--- src/rtl/lbk_err_track.sv ---
module lbk_err_track #(
  parameter int unsigned CNT_W = 12
) (
  input  logic             clk_i,
  input  logic             rst_ni,
  input  logic             rearm_i,
  input  logic             miss_i,
  output logic             good_o,
  output logic [CNT_W-1:0] cnt_o
);
  localparam logic [CNT_W-1:0] CNT_MAX = '1;
  logic             good_q;
  logic [CNT_W-1:0] cnt_q;

  always_ff @(posedge clk_i or negedge rst_ni) begin
    if (!rst_ni) begin
      good_q <= 1'b1;
      cnt_q  <= '0;
    end else if (rearm_i) begin
      good_q <= 1'b1;
      cnt_q  <= '0;
    end else if (miss_i) begin
      good_q <= 1'b0;
      if (cnt_q != CNT_MAX) cnt_q <= cnt_q + 1'b1;
    end
  end

  assign good_o = good_q;
  assign cnt_o  = cnt_q;
endmodule

--- config.mk ---
export PLATFORM = sky130hd
export DESIGN_NAME = lbk_err_track
export DESIGN_NICKNAME = d
export VERILOG_FILES = /design/src/rtl/lbk_err_track.sv
export SDC_FILE = /design/constraint.sdc
export NUM_CORES = 1
export LEC_CHECK = 0
export CAP_MARGIN = 25
export CORE_AREA = 2 2 42 44
export DETAILED_ROUTE_END_ITERATION = 16
export DIE_AREA = 0 0 44 46
export DONT_BUFFER_PORTS = 1
export PLACE_DENSITY_LB_ADDON = 0.12
export SYNTH_ARGS = -nofsm -noshare
export SYNTH_HDL_FRONTEND = slang
export SYNTH_SLANG_ARGS = --single-unit
--- constraint.sdc ---
create_clock -name clk_i -period 2.7 [get_ports clk_i]
set_clock_uncertainty 0.2 [all_clocks]
set_input_delay 0.27 -clock clk_i [delete_from_list [all_inputs] [get_ports clk_i]]
set_output_delay 0.27 -clock clk_i [all_outputs]
set_load 0.01 [all_outputs]
==> results.md <==
* ANT cells at 0
* TritonRoute pass-1 iters at 4
* Critical R2R Capture: cnt_o[11]$_DFFE_PN0P_
* Setup WS post-layout at 0.615 ns
* Syn avg cell area at between 10 and 15 sq um
* Worst setup path end: cnt_o[11]$_DFFE_PN0P_
* CP required at approximately 2.7 ns
* Register-to-register setup slack at 0.62 ns
* Initial antenna violation count at 0
* Psw at about 0.082 mW
* YS warnings at 0
* Arr. time, crit path at slightly above 2 ns
* CP Launch Type: flip-flop
* Clock root cell: clkbuf_4
* DRT iter0 DRCs at 5
* Post-Layout Cell Count at ~90
* GRT Total Usage at 0.164
* RSZ-0062 raised after global routing: false
* DIE AREA at about 2000 sq um
* Nets at 80
* Worst hold margin at ~0.0075 ns
* Worst vdd ir at roughly 240 uV
* Internal power at between 0.2 and 0.3 mW
* CP max FO at 8
* Met3 routed WL at between 60 and 70 um
* Starting Density at 0.454
* Chip width at around 44 um
* Synthesized net count at 77
* GR Overflow Total at 0
* Fin crit share at 0.772
* Rel. slew slack at 0.622
* Most common cell after layout, fill and taps aside: dfrtp_1
* M1 WL at ~660 um
* Skew-Pair Late Insertion Delay at 0.28 ns
* Highest-count cells in the layout ignoring fill and taps: dfrtp_1 (12), nor2_1 (6), nand2_1 (5)
* Post-CTS Setup Inserts at 0
* Placed instance count at 84
* Status: finished clean
* P_leak at 0.315 nW
* Seq/Total Area, Yosys at 0.445
* Post-Syn Instances at between 70 and 80
* Worst-path clk slew at about 0.080 ns
* Unique cell type count in the Yosys netlist at 34
* Sequential share of power at 0.595
* Met2 wire length at around 650 um
* F_max at roughly 480 MHz
* Worst r2r src: cnt_o[0]$_DFFE_PN0P_
* CTS tree: yes
* Final Slew Violations at 0
* Max layer used: met4
* Register bit total from synthesis at 13
* Least-Margin Pin Slew at approximately 0.57 ns
* Hold Crit Class: input port to flip-flop
* CP Launch Point: cnt_o[0]$_DFFE_PN0P_
* Mapped Area at 733 sq um
* Max clock buf depth at 2
* I/O Pins at 17
* GPL Wtd Cong at around 0.68
* Switch share at 0.236
* Vias/cell at between 6 and 7
* Crit Path Class: flip-flop to flip-flop
* Core area at 1610 sq um
* # resized after CTS at 0
* Final Total Pwr at around 0.35 mW
* Detailed Place HPWL at slightly below 1 mm
* WL/cell at approximately 15 um
* DP Worst Slack at between 0.6 and 0.7 ns
* Number of remaining DRC errors at 0
* First-pass GRT wire length at between 2 and 2.5 mm
* Final Hold Viols at 0
* Clk network pwr share at 0.348
* Path depth of the worst reg2reg path at 5
* Power per cell area at between 400 and 500 nW/um^2
* Setup TNS at 0 ns
* Detail Route Antenna Nets at 0
* IO Port Bufs at 0
* Total Wirelength at 1.39 mm
* CP Capture Type: flip-flop
* Post-route minimum period at around 2.1 ns
* Clk sinks at 13
* Area growth syn-to-layout at 4.44%
* Max Cap Viol at 0
* FP Rows at 15
* Largest net degree at the start of global routing at 14
* DIE HEIGHT at 46 um
* Logic pwr share at 0.057
* Vias in the first global route at roughly 540
* Share of cells above drive strength 1 at 0.122
* Vias at 550
* # setup viols final at 0
* Total CTS buffers at 3
* H-tree levels at 1
-- cell usage after synthesis (all sizes together) --
cell type   n  share of area
a211oi      2          0.020
xor2        2          0.024
nand4       3          0.026
a31oi       1         0.0085
dfrtp      12           0.41
inv         2          0.010
mux2        1          0.015
or4         1          0.010
o21ai       2          0.014
buf         4          0.056
and4        3          0.039
o2111ai     1          0.012
nor2b       1         0.0085
nor2        6          0.031
o31ai       1          0.010
a311oi      1          0.012
a21o        1          0.010
clkbuf      1         0.0051
nor3        2          0.014
a31o        1          0.012
or3         2          0.017
a21oi       3          0.020
nand2       5          0.026
mux2i       2          0.027
and3        3          0.032
ha          1          0.017
nor4b       1          0.020
nand3       3          0.020
xnor2       1          0.012
a41oi       2          0.024
dfstp       1          0.036
-- kinds of logic after synthesis --
family                     after synthesis  synth area share
and+or+nand+nor                         30             0.244
adders and majority gates                1            0.0171
AOI/OAI and AO/OA                       15             0.143
DFF                                     13             0.445
muxes                                    3            0.0427
buffers and inverters                    7            0.0717
xor gates and xnor gates                 3            0.0358
-- layout make-up --
type	instances	area, sq um
fill	146	848
multi-input combinational	52	354
sequential	13	327
timing repair buffer	3	30.0
clock buffer	4	26.3
tap	17	21.3
inverter	2	7.51
-- worst max-delay path: stages (launching register included) --
cell	delay, ns
dfrtp_1	0.46
ha_1	0.26
and4_4	0.23
and3_4	0.21
nor4b_2	0.26
mux2_2	0.36
-- how the worst min path moves through the flow --
stage,start,depth (start not counted),endpoint
2_1_floorplan,rst_ni,0,cnt_o[0]$_DFFE_PN0P_
3_3_place_gp,rst_ni,0,cnt_o[3]$_DFFE_PN0P_
3_5_place_dp,rst_ni,0,cnt_o[4]$_DFFE_PN0P_
4_1_cts,miss_i,2,cnt_o[10]$_DFFE_PN0P_
5_1_grt,miss_i,2,cnt_o[10]$_DFFE_PN0P_
6_report,miss_i,2,cnt_o[10]$_DFFE_PN0P_
-- sequential cells by signal, indices dropped and copies added, names as in the netlist --
register / count
cnt_o: 12
good_o: 1
-- layer usage --
layer	vias to the layer above	global-route usage
li1	277	-
met1	257	0.207
met2	14	0.259
met3	2	0.0516
met4	0	0.0727
met5	-	0
-- per-stage QoR --
stage / utilization / instance area [sq um]
4_1_cts: 0.474 / 766
3_5_place_dp: 0.440 / 709
5_1_grt: 0.474 / 766
3_3_place_gp: 0.440 / 709
2_1_floorplan: - / 733
6_report: 0.474 / 766
-- what timing repair did --
item,in CTS,in global routing
hold buffers,3,0
endpoints found under the setup margin,0,0
endpoints found under the hold margin,25,0
-- power by group through the flow --
stage	combinational (mW)	sequential [mW]	clock, mW
after floorplan	0.0128	0.209	0
after global placement	0.0102	0.210	0
after detailed placement	0.0101	0.211	0
after CTS	0.0204	0.207	0.125
after global routing	0.0230	0.208	0.135
final	0.0197	0.206	0.121
(Power assumes the default switching activity.)
